$ cat config.mk
export PLATFORM = sky130hd
export DESIGN_NAME = twoBinDecoder
export DESIGN_NICKNAME = d
export VERILOG_FILES = /design/src/rtl/twoBinPkg.sv /design/src/rtl/binDecideSlice.sv /design/src/rtl/renormShifter.sv /design/src/rtl/twoBinCtrl.sv /design/src/rtl/twoBinDatapath.sv /design/src/rtl/twoBinDecoder.sv
export SDC_FILE = /design/constraint.sdc
export NUM_CORES = 1
export LEC_CHECK = 0
export BUFFER_PORTS_ARGS = -buffer_cell sky130_fd_sc_hd__buf_2
export CAP_MARGIN = 20
export CORE_UTILIZATION = 60
export DETAILED_ROUTE_END_ITERATION = 16
export GPL_TIMING_DRIVEN = 0
export HOLD_SLACK_MARGIN = 0.02
export PLACE_DENSITY_LB_ADDON = 0.12
export SYNTH_ARGS = -nofsm -noshare
export SYNTH_HDL_FRONTEND = slang
export SYNTH_SLANG_ARGS = --single-unit
$ cat constraint.sdc
create_clock -name clk -period 54 [get_ports clk]
set_input_delay 10.8 -clock clk [delete_from_list [all_inputs] [get_ports clk]]
set_output_delay 10.8 -clock clk [all_outputs]
set_load 0.05 [all_outputs]
$ cat src/rtl/twoBinPkg.sv
package twoBinPkg;
  localparam int STATE_W    = 6;
  localparam int RANGE_W    = 9;
  localparam int WIN_W      = 9;
  localparam int SHIFT_W    = 4;
  localparam int LANES      = 2;
  localparam int QUARTERS   = 4;
  localparam int NUM_STATES = 1 << STATE_W;
  localparam int RANGE_INIT = 510;
  localparam int MIN_LPS    = 6;
  localparam int DECAY_NUM  = 243;

  typedef enum logic [1:0] {
    MODE_DEC  = 2'd0,
    MODE_BYP  = 2'd1,
    MODE_TERM = 2'd2,
    MODE_IDLE = 2'd3
  } modeT;

  typedef struct packed {
    logic [STATE_W-1:0] state;
    logic               mps;
  } ctxT;

  typedef struct packed {
    logic doInit;
    logic doDec;
    logic doPair;
    logic doByp;
    logic doTerm;
  } strobeT;

  // probability weight: geometric decay from 256, integer truncated per step
  function automatic int lpsWeight(int s);
    int w;
    w = 256;
    for (int i = 0; i < s; i++) w = (w * DECAY_NUM) >> 8;
    return w;
  endfunction

  function automatic int lpsRange(int s, int q);
    int v;
    v = (lpsWeight(s) * (4 + q)) >> 3;
    if (v < MIN_LPS) v = MIN_LPS;
    return v;
  endfunction
endpackage

$ cat src/rtl/binDecideSlice.sv
module binDecideSlice
  import twoBinPkg::*;
(
  input  logic [RANGE_W-1:0] rangeIn,
  input  logic [RANGE_W-1:0] offsetIn,
  input  ctxT                ctxIn,
  output logic               binOut,
  output logic               isLps,
  output logic [RANGE_W-1:0] rangeOut,
  output logic [RANGE_W-1:0] offsetOut,
  output ctxT                ctxOut
);
  localparam int Q_MSB = RANGE_W - 2;

  logic [7:0] lpsRom [NUM_STATES][QUARTERS];

  for (genvar s = 0; s < NUM_STATES; s++) begin : g_state
    for (genvar q = 0; q < QUARTERS; q++) begin : g_quarter
      assign lpsRom[s][q] = 8'(lpsRange(s, q));
    end
  end

  logic [7:0]         rLps;
  logic [RANGE_W-1:0] rMps;
  logic [STATE_W:0]   dropStep;

  always_comb begin
    rLps     = lpsRom[ctxIn.state][rangeIn[Q_MSB -: 2]];
    rMps     = rangeIn - RANGE_W'(rLps);
    isLps    = offsetIn >= rMps;
    dropStep = ({1'b0, ctxIn.state} + (STATE_W+1)'(3)) >> 2;
    ctxOut   = ctxIn;
    if (isLps) begin
      binOut       = ~ctxIn.mps;
      rangeOut     = RANGE_W'(rLps);
      offsetOut    = offsetIn - rMps;
      ctxOut.state = ctxIn.state - STATE_W'(dropStep);
      if (ctxIn.state == '0) ctxOut.mps = ~ctxIn.mps;
    end else begin
      binOut    = ctxIn.mps;
      rangeOut  = rMps;
      offsetOut = offsetIn;
      if (ctxIn.state < STATE_W'(NUM_STATES - 2)) ctxOut.state = ctxIn.state + 1'b1;
    end
  end
endmodule

$ cat src/rtl/renormShifter.sv
module renormShifter
  import twoBinPkg::*;
(
  input  logic [RANGE_W-1:0] rangeIn,
  input  logic [RANGE_W-1:0] offsetIn,
  input  logic [WIN_W-1:0]   win,
  output logic [RANGE_W-1:0] rangeOut,
  output logic [RANGE_W-1:0] offsetOut,
  output logic [SHIFT_W-1:0] shift
);
  logic [SHIFT_W-1:0] msb;

  always_comb begin
    msb = '0;
    for (int i = 0; i < RANGE_W; i++) begin
      if (rangeIn[i]) msb = SHIFT_W'(i);
    end
    shift     = SHIFT_W'(RANGE_W - 1) - msb;
    rangeOut  = rangeIn << shift;
    offsetOut = RANGE_W'(({offsetIn, win} << shift) >> WIN_W);
  end
endmodule

$ cat src/rtl/twoBinCtrl.sv
module twoBinCtrl
  import twoBinPkg::*;
(
  input  logic       initPulse,
  input  logic       valid,
  input  logic [1:0] mode,
  input  logic       pairEn,
  input  logic       firstMpsWide,
  output strobeT     stb
);
  always_comb begin
    stb = '0;
    if (initPulse) begin
      stb.doInit = 1'b1;
    end else if (valid) begin
      case (modeT'(mode))
        MODE_DEC: begin
          stb.doDec  = 1'b1;
          stb.doPair = pairEn && firstMpsWide;
        end
        MODE_BYP:  stb.doByp  = 1'b1;
        MODE_TERM: stb.doTerm = 1'b1;
        default:   ;
      endcase
    end
  end
endmodule

$ cat src/rtl/twoBinDatapath.sv
module twoBinDatapath
  import twoBinPkg::*;
(
  input  logic               clk,
  input  logic               rstN,
  input  strobeT             stb,
  input  logic [WIN_W-1:0]   bitWin,
  input  ctxT                ctxA,
  input  ctxT                ctxB,
  output logic               firstMpsWide,
  output logic [1:0]         binCount,
  output logic               bin0,
  output logic               bin1,
  output ctxT                ctxAOut,
  output ctxT                ctxBOut,
  output logic [SHIFT_W-1:0] shiftCnt,
  output logic               termEnd,
  output logic [RANGE_W-1:0] rangeQ,
  output logic [RANGE_W-1:0] offsetQ
);
  logic [RANGE_W-1:0] laneRange [LANES+1];
  logic [RANGE_W-1:0] laneOff   [LANES+1];
  ctxT                laneCtxIn [LANES];
  ctxT                laneCtxOut[LANES];
  logic               laneBin   [LANES];
  logic               laneLps   [LANES];

  assign laneRange[0] = rangeQ;
  assign laneOff[0]   = offsetQ;
  assign laneCtxIn[0] = ctxA;
  assign laneCtxIn[1] = ctxB;

  for (genvar i = 0; i < LANES; i++) begin : g_lane
    binDecideSlice u_slice (
      .rangeIn  (laneRange[i]),
      .offsetIn (laneOff[i]),
      .ctxIn    (laneCtxIn[i]),
      .binOut   (laneBin[i]),
      .isLps    (laneLps[i]),
      .rangeOut (laneRange[i+1]),
      .offsetOut(laneOff[i+1]),
      .ctxOut   (laneCtxOut[i])
    );
  end

  // second lane is usable only if lane 0 stayed on MPS with range >= 256
  assign firstMpsWide = !laneLps[0] && laneRange[1][RANGE_W-1];

  logic [RANGE_W-1:0] termRange;
  logic               termHit;
  logic [RANGE_W:0]   bypVal;
  logic               bypBin;
  logic [RANGE_W-1:0] bypOff;

  assign termRange = rangeQ - RANGE_W'(2);
  assign termHit   = offsetQ >= termRange;
  assign bypVal    = {offsetQ, bitWin[WIN_W-1]};
  assign bypBin    = bypVal >= {1'b0, rangeQ};
  assign bypOff    = bypBin ? RANGE_W'(bypVal - {1'b0, rangeQ}) : RANGE_W'(bypVal);

  logic [RANGE_W-1:0] nrmRangeIn, nrmOffIn, nrmRange, nrmOff;
  logic [SHIFT_W-1:0] nrmShift;

  always_comb begin
    if (stb.doTerm) begin
      nrmRangeIn = termHit ? RANGE_W'(2) : termRange;
      nrmOffIn   = termHit ? offsetQ - termRange : offsetQ;
    end else if (stb.doPair) begin
      nrmRangeIn = laneRange[2];
      nrmOffIn   = laneOff[2];
    end else begin
      nrmRangeIn = laneRange[1];
      nrmOffIn   = laneOff[1];
    end
  end

  renormShifter u_renorm (
    .rangeIn  (nrmRangeIn),
    .offsetIn (nrmOffIn),
    .win      (bitWin),
    .rangeOut (nrmRange),
    .offsetOut(nrmOff),
    .shift    (nrmShift)
  );

  logic [RANGE_W-1:0] rangeD, offsetD;

  always_comb begin
    binCount = 2'd0;
    bin0     = 1'b0;
    bin1     = 1'b0;
    ctxAOut  = ctxA;
    ctxBOut  = ctxB;
    shiftCnt = '0;
    termEnd  = 1'b0;
    rangeD   = rangeQ;
    offsetD  = offsetQ;
    if (stb.doInit) begin
      rangeD   = RANGE_W'(RANGE_INIT);
      offsetD  = RANGE_W'(bitWin);
      shiftCnt = SHIFT_W'(WIN_W);
    end else if (stb.doDec) begin
      binCount = stb.doPair ? 2'd2 : 2'd1;
      bin0     = laneBin[0];
      ctxAOut  = laneCtxOut[0];
      if (stb.doPair) begin
        bin1    = laneBin[1];
        ctxBOut = laneCtxOut[1];
      end
      rangeD   = nrmRange;
      offsetD  = nrmOff;
      shiftCnt = nrmShift;
    end else if (stb.doByp) begin
      binCount = 2'd1;
      bin0     = bypBin;
      offsetD  = bypOff;
      shiftCnt = SHIFT_W'(1);
    end else if (stb.doTerm) begin
      binCount = 2'd1;
      bin0     = termHit;
      termEnd  = termHit;
      rangeD   = nrmRange;
      offsetD  = nrmOff;
      shiftCnt = nrmShift;
    end
  end

  always_ff @(posedge clk or negedge rstN) begin
    if (!rstN) begin
      rangeQ  <= RANGE_W'(RANGE_INIT);
      offsetQ <= '0;
    end else begin
      rangeQ  <= rangeD;
      offsetQ <= offsetD;
    end
  end
endmodule

$ cat src/rtl/twoBinDecoder.sv
module twoBinDecoder
  import twoBinPkg::*;
(
  input  logic               clk,
  input  logic               rstN,
  input  logic               initPulse,
  input  logic               valid,
  input  logic [1:0]         mode,
  input  logic               pairEn,
  input  logic [WIN_W-1:0]   bitWin,
  input  logic [STATE_W-1:0] ctxAState,
  input  logic               ctxAMps,
  input  logic [STATE_W-1:0] ctxBState,
  input  logic               ctxBMps,
  output logic [1:0]         binCount,
  output logic               bin0,
  output logic               bin1,
  output logic [STATE_W-1:0] ctxAStateOut,
  output logic               ctxAMpsOut,
  output logic [STATE_W-1:0] ctxBStateOut,
  output logic               ctxBMpsOut,
  output logic [SHIFT_W-1:0] shiftCnt,
  output logic               termEnd
);
  strobeT             stb;
  ctxT                ctxA, ctxB, ctxAOut, ctxBOut;
  logic               firstMpsWide;
  logic [RANGE_W-1:0] rangeQ, offsetQ;

  assign ctxA = {ctxAState, ctxAMps};
  assign ctxB = {ctxBState, ctxBMps};
  assign {ctxAStateOut, ctxAMpsOut} = ctxAOut;
  assign {ctxBStateOut, ctxBMpsOut} = ctxBOut;

  twoBinCtrl u_ctrl (
    .initPulse   (initPulse),
    .valid       (valid),
    .mode        (mode),
    .pairEn      (pairEn),
    .firstMpsWide(firstMpsWide),
    .stb         (stb)
  );

  twoBinDatapath u_dp (
    .clk         (clk),
    .rstN        (rstN),
    .stb         (stb),
    .bitWin      (bitWin),
    .ctxA        (ctxA),
    .ctxB        (ctxB),
    .firstMpsWide(firstMpsWide),
    .binCount    (binCount),
    .bin0        (bin0),
    .bin1        (bin1),
    .ctxAOut     (ctxAOut),
    .ctxBOut     (ctxBOut),
    .shiftCnt    (shiftCnt),
    .termEnd     (termEnd),
    .rangeQ      (rangeQ),
    .offsetQ     (offsetQ)
  );
endmodule

Word-level counts from Yosys, hierarchy flattened
Memories as Yosys holds them, arrays and structs flattened.
Cells that the tools add are included.
{"block": "op_classes", "addsub": 14, "mul": 0, "div_mod_pow": 0, "magnitude_cmp": 10, "eq_ne": 3, "shift": 2, "muxes": 77, "bitwise_logic": 6, "n_reduce_logical": 9}
{"operator": "$mux 9", "n": 19}
{"operator": "$mux 32", "n": 4}
{"operator": "$mux 4", "n": 12}
{"operator": "$sub 9x9->9", "n": 4}
{"operator": "$mux 7", "n": 5}
{"operator": "$bmux 8 s2", "n": 2}
{"operator": "$mux 8", "n": 4}
{"operator": "$ge 9x9->1", "n": 3}
{"operator": "$mux 6", "n": 4}
{"operator": "$mux 1", "n": 21}
{"operator": "$shl 18x4->18", "n": 1}
{"operator": "$sub 9x8->9", "n": 2}
{"operator": "$add 6x2->7 const B", "n": 2}
{"operator": "$ge 7x7->1 const B", "n": 2}
{"operator": "$not 6->7", "n": 2}
{"operator": "$add 6x1->6 const B", "n": 2}
{"operator": "$logic_not 6->1", "n": 2}
{"operator": "$lt 6x6->1 const B", "n": 2}
{"operator": "$mux 2", "n": 6}
{"operator": "$sub 6x5->6", "n": 2}
{"operator": "$ge 10x9->1", "n": 1}
{"operator": "$shl 9x4->9", "n": 1}
{"operator": "$sub 9x2->9 const B", "n": 1}
{"operator": "$ge 3x3->1 const B", "n": 2}
{"operator": "12 further kinds", "n": 15}
{"block": "totals", "register_bits": 18, "latchBits": 0, "mem_bits_rw": 0, "mem_bits_ro": 4096, "inputBits": 30, "wordCells": 125, "memories": 2}
{"memory": "(no name shown)", "depth": 64, "word_bits": 32, "read_ports": 1, "rd_ports_with_merged_regs": 0, "write_ports": 0, "line": "binDecideSlice.sv:28", "text": "rLps = lpsRom[ctxIn.state][rangeIn[Q_MSB -: 2]];"}
{"memory": "(no name shown)", "depth": 64, "word_bits": 32, "read_ports": 1, "rd_ports_with_merged_regs": 0, "write_ports": 0, "line": "binDecideSlice.sv:28"}

Longest topological paths before layout
{"block": "logic_depth", "word_depth": 33, "depth_mapped": 57, "depth_no_buf": 51}

Modules after synthesis
From an unflattened synthesis, not the netlist that was laid out.
{"block": "hier_totals", "cells_unflattened": 1556, "hier_area_um2": 11018.1}
{"module": "binDecideSlice at u_dp.g_lane[0].u_slice", "instances": 1, "cells_per_inst": 551, "area_per_inst_um2": 3722.3, "seq_area_each_um2": 0.0}
{"module": "binDecideSlice at u_dp.g_lane[1].u_slice", "instances": 1, "cells_per_inst": 535, "area_per_inst_um2": 3390.8, "seq_area_each_um2": 0.0}
{"module": "twoBinDatapath", "instances": 1, "cells_per_inst": 336, "area_per_inst_um2": 2710.1, "seq_area_each_um2": 460.4}
{"module": "renormShifter", "instances": 1, "cells_per_inst": 128, "area_per_inst_um2": 1136.1, "seq_area_each_um2": 0.0}
{"module": "twoBinCtrl", "instances": 1, "cells_per_inst": 6, "area_per_inst_um2": 58.8, "seq_area_each_um2": 0.0}

Worst setup path before layout
Ideal clock, no wire load.
{"block": "synth_timing", "kind": "input to output", "startpoint": "input ctxAState[3]", "endpoint": "output shiftCnt[1]", "arrival_ns": 21.960, "t_required_ns": 43.200, "path_slack_ns": 21.240, "stages": 53, "path_buffers": 13, "cell_sequence": "buf_2 -> buf_4 -> buf_2 -> buf_2 -> buf_1 -> buf_1 -> nor3_1 -> nor3_1 -> a21oi_1 -> o211a_1 -> o311ai_0 -> ha_1 -> inv_1 -> fa_1 -> a211oi_1 -> nor4b_1 -> or3_4 -> clkinv_2 -> (+17 left out) -> ha_1 -> nand2_1 -> nor3_1 -> nor2_1 -> a221o_1 -> nand2_1 -> buf_2 -> mux2i_4 -> o21bai_1 -> o21ba_2 -> o21ai_4 -> buf_6 -> inv_2 -> ha_1 -> clkbuf_1 -> clkinv_1 -> clkbuf_1 -> nor2_1"}
{"block": "synth_between", "elab_chain_len": 32, "word_cells_on_any_way": 40}
{"item": "from (decl)", "line": "twoBinDecoder.sv:11", "text": "input logic [STATE_W-1:0] ctxAState,"}
{"item": "$not 6->7 (not written as such) (*)", "line": "binDecideSlice.sv:28"}
{"item": "$mem_v2 64x32 (*)"}
{"item": "$mux 32 (not written as such) (*) (2 in series)", "line": "binDecideSlice.sv:28"}
{"item": "$bmux 8 s2 (*)", "line": "binDecideSlice.sv:28"}
{"item": "$mux 8 (not written as such) (*) (2 in series)", "line": "binDecideSlice.sv:28"}
{"item": "$sub 9x8->9", "line": "binDecideSlice.sv:29", "text": "rMps = rangeIn - RANGE_W'(rLps);"}
{"item": "$ge 9x9->1", "line": "binDecideSlice.sv:30", "text": "isLps = offsetIn >= rMps;"}
{"item": "$mux 9", "line": "binDecideSlice.sv:33", "text": "if (isLps) begin"}
{"item": "(+10 left out)"}
{"item": "$mux 2", "line": "renormShifter.sv:16", "text": "if (rangeIn[i]) msb = SHIFT_W'(i);"}
{"item": "$mux 4 (5 in series)", "line": "renormShifter.sv:16"}
{"item": "$mux 4 (*)", "line": "renormShifter.sv:16"}
{"item": "$sub 4x4->4 (*)", "line": "renormShifter.sv:18", "text": "shift = SHIFT_W'(RANGE_W - 1) - msb;"}
{"item": "$mux 4", "line": "twoBinDatapath.sv:118", "text": "end else if (stb.doTerm) begin"}
{"item": "$mux 4", "line": "twoBinDatapath.sv:113", "text": "end else if (stb.doByp) begin"}
{"item": "$mux 4 (*)", "line": "twoBinDatapath.sv:102", "text": "end else if (stb.doDec) begin"}
{"item": "$mux 4 (*)", "line": "twoBinDatapath.sv:98", "text": "if (stb.doInit) begin"}
{"item": "to (decl)", "line": "twoBinDecoder.sv:22", "text": "output logic [SHIFT_W-1:0] shiftCnt,"}
Every way passes the cells marked *; elsewhere a longest branch is shown, timed or not. The select of a mux whose other input is x is not followed.

Worst setup path after layout
{"block": "layout_timing", "startpoint": "input ctxAState[2]", "endpoint": "output shiftCnt[2]"}
Same word-level chain as after synthesis.

==> impl_metrics.yaml <==
synth:
  synth_commonest_cells: "nand2_1 (144), a21oi_1 (136), nor2_1 (116)"
  yosysMostFrequentCell: "nand2_1"
  synth_seq_area_share: 0.0445
  synthTopCellsByArea: "ha_1 (12%), a21oi_1 (6.6%), nand2_1 (5.2%)"
  synth_warnings: 0
  synth.largest_area_cell: "ha_1"
  synth_nets: 1624
  async_flop_share: 1.00
  synthFlopType: "dfrtp_1"
  syn_area_um2: 10300
  synth_top_cell_area_share: 0.121
  ys_types: 105
  postSynthCellCount: 1486
  syn_avg_cell_area_um2: 6.96
  synth_edf_count: 0
  synth_seq_cells: 18
finish:
  diodes: 0
  fill_cells: 1542
  post-route-util: 0.655
  layout-drive-gt1-share: 0.116
  regArea_um2: 460
  area_growth_pct: 5.90
  final_nets: 1680
  multiInputGateArea_um2: 9170
setup_path:
  r2r-end: "u_dp.offsetQ[2]"
  r2r_cells: 48
  startpoint: "ctxAState[2]"
  startpoint_type: "input pin"
  r2r_setup_slack_ns: 40.22
  required_ns: 43.20
  crit_path_end: "shiftCnt[2]"
  cpMostUsedCell: "buf_2"
  crit_path_max_incr_delay_ns: 0.56
  crit_type: "input pin to output pin"
  crit_fanout: 10
  end_kind: "output pin"
  slowest_stage: "a221oi_2"
  arrival_ns: 25.31
  r2r-start: "u_dp.rangeQ[6]"
global_route:
  antenna_found_initial: 0
  grt_max_degree: 19
  met2_usage: 0.704
  grt.overflow.total: 0
  busiest_layer: "met2"
  grt_pass1_wl_mm: 65.3
  use_met1: 0.613
  grt_usage: 0.461
  grt_pass1_vias: 11932
  met3_usage: 0.115
floorplanning:
  coreArea_um2: 16700
  num_rows: 47
  start_util: 0.619
  die_w_um: 133
  die_h_um: 133
  ios: 53
  die_area_um2: 17800
sta:
  report.final.slew_viol_count: 0
  post-route-period-util: 0.669
  tns_ns: 0
  fin_crit_ns: 36.11
  finalClockSkew_ns: 0.0104
  timing.fmax_mhz: 27.7
  hold_viol: 0
  slew_headroom: 0.379
  post-route-worst-setup-slack_ns: 17.89
  rsz0062_at_grt: "false"
  final-setup-viol-count: 0
  tightest_slew_ns: 0.931
  whs_ns: 0.592
clock_tree:
  clk-insertion-delay-late_ns: 0.26
  cts_buffers: 3
  cts_root_buffer: "clkbuf_16"
  cts_sinks: 18
  cts.hold.buffers_added: 0
  cts_buffer_depth: 2
  htreeDepth: 1
  cts_resized: 0
  cts_tree: "yes"
  clkTransAtPathRegs_ns: 0.05
  cts_setup_buffers: 0
detailed_routing:
  drc: 0
  route.vias.total: 13130
  first_pass_iters: 8
  vias_per_cell: 7.46
  drt-total-wl_mm: 42.2
  wl_per_cell_um: 24.0
  ant_nets: 0
  drtIter0Drc: 2789
placed_design:
  finalWeightedCongestion: 1.07
  dpl_worst_slack_ns: 18.54
  numPortBuffers: 50
  place_hpwl_mm: 32.5
hold_path:
  hold_path_class: "flip-flop to flip-flop"
run:
  maxCapViolations: 0
run_status:
  status: "completed"
cell families after synthesis:
| family | count (synthesis) | share of synthesized area |
|---|---|---|
| adders and majority gates | 110 | 0.138 |
| muxes | 81 | 0.0987 |
| AOI/OAI and AO/OA | 530 | 0.348 |
| buffers and inverters | 171 | 0.0684 |
| DFF | 18 | 0.0445 |
| xor gates and xnor gates | 61 | 0.0531 |
| and+or+nand+nor | 515 | 0.249 |
critical path, delay by kind of cell:
family,cells,cell delay [ns]
AO/OA/AOI/OAI,15,4.37
XOR/XNOR,3,0.95
adder cells (fa/ha/maj),6,1.87
buffers and inverters,18,5.17
AND/OR/NAND/NOR,13,2.13
area by class of cell:
class / count / area share
Timing Repair Buffer: 51 / 0.0233
Tap cell: 220 / 0.0251
Buffer: 110 / 0.0429
Sequential cell: 18 / 0.0421
Clock buffer: 4 / 0.00720
Multi-Input combinational cell: 1297 / 0.838
Inverter: 61 / 0.0217
sequential cells by signal, indices dropped and copies added (netlist names):
register      cells
u_dp.offsetQ      9
u_dp.rangeQ       9
stage by stage:
stage	instances	area (um^2)
final	1761	10900
after global routing	1761	10900
after CTS	1761	10900
after detailed placement	1757	10900
after global placement	1756	10900
after floorplan	1486	10300
how the worst min path moves through the flow:
stage                   startpoint             end  slack, ns  cells past startpoint
floorplan           u_dp.rangeQ[5]  u_dp.rangeQ[5]       0.54                      2
global placement    u_dp.rangeQ[5]  u_dp.rangeQ[5]       0.57                      2
detailed placement  u_dp.rangeQ[4]  u_dp.rangeQ[4]       0.59                      2
CTS                 u_dp.rangeQ[4]  u_dp.rangeQ[4]       0.59                      2
global route        u_dp.rangeQ[5]  u_dp.rangeQ[5]       0.64                      2
finish              u_dp.rangeQ[5]  u_dp.rangeQ[5]       0.59                      2
cell usage in the layout (no fill, tap or decap), types with 27 or more instances in the layout:
master,synthesis,final
a21oi_1,136,136
buf_2,27,78
clkbuf_1,70,71
ha_1,100,100
inv_1,49,49
mux2i_1,52,52
nand2_1,144,144
nand2b_1,47,47
nand3_1,40,40
nor2_1,116,116
nor2b_1,27,27
nor3_1,42,42
o21ai_0,102,102
xnor2_1,38,38
per-layer routing:
layer / wire length (um) / share of wire / up-vias
met5: 0 / 0 / -
met4: 2400 / 0.057 / 0
met3: 6150 / 0.15 / 261
met2: 17400 / 0.41 / 1180
met1: 16300 / 0.38 / 5997
li1: - / - / 5692
Power is left out: the tool's default activity adds up to more than one toggle a clock period on the data nets, which glitch-free logic cannot reach.
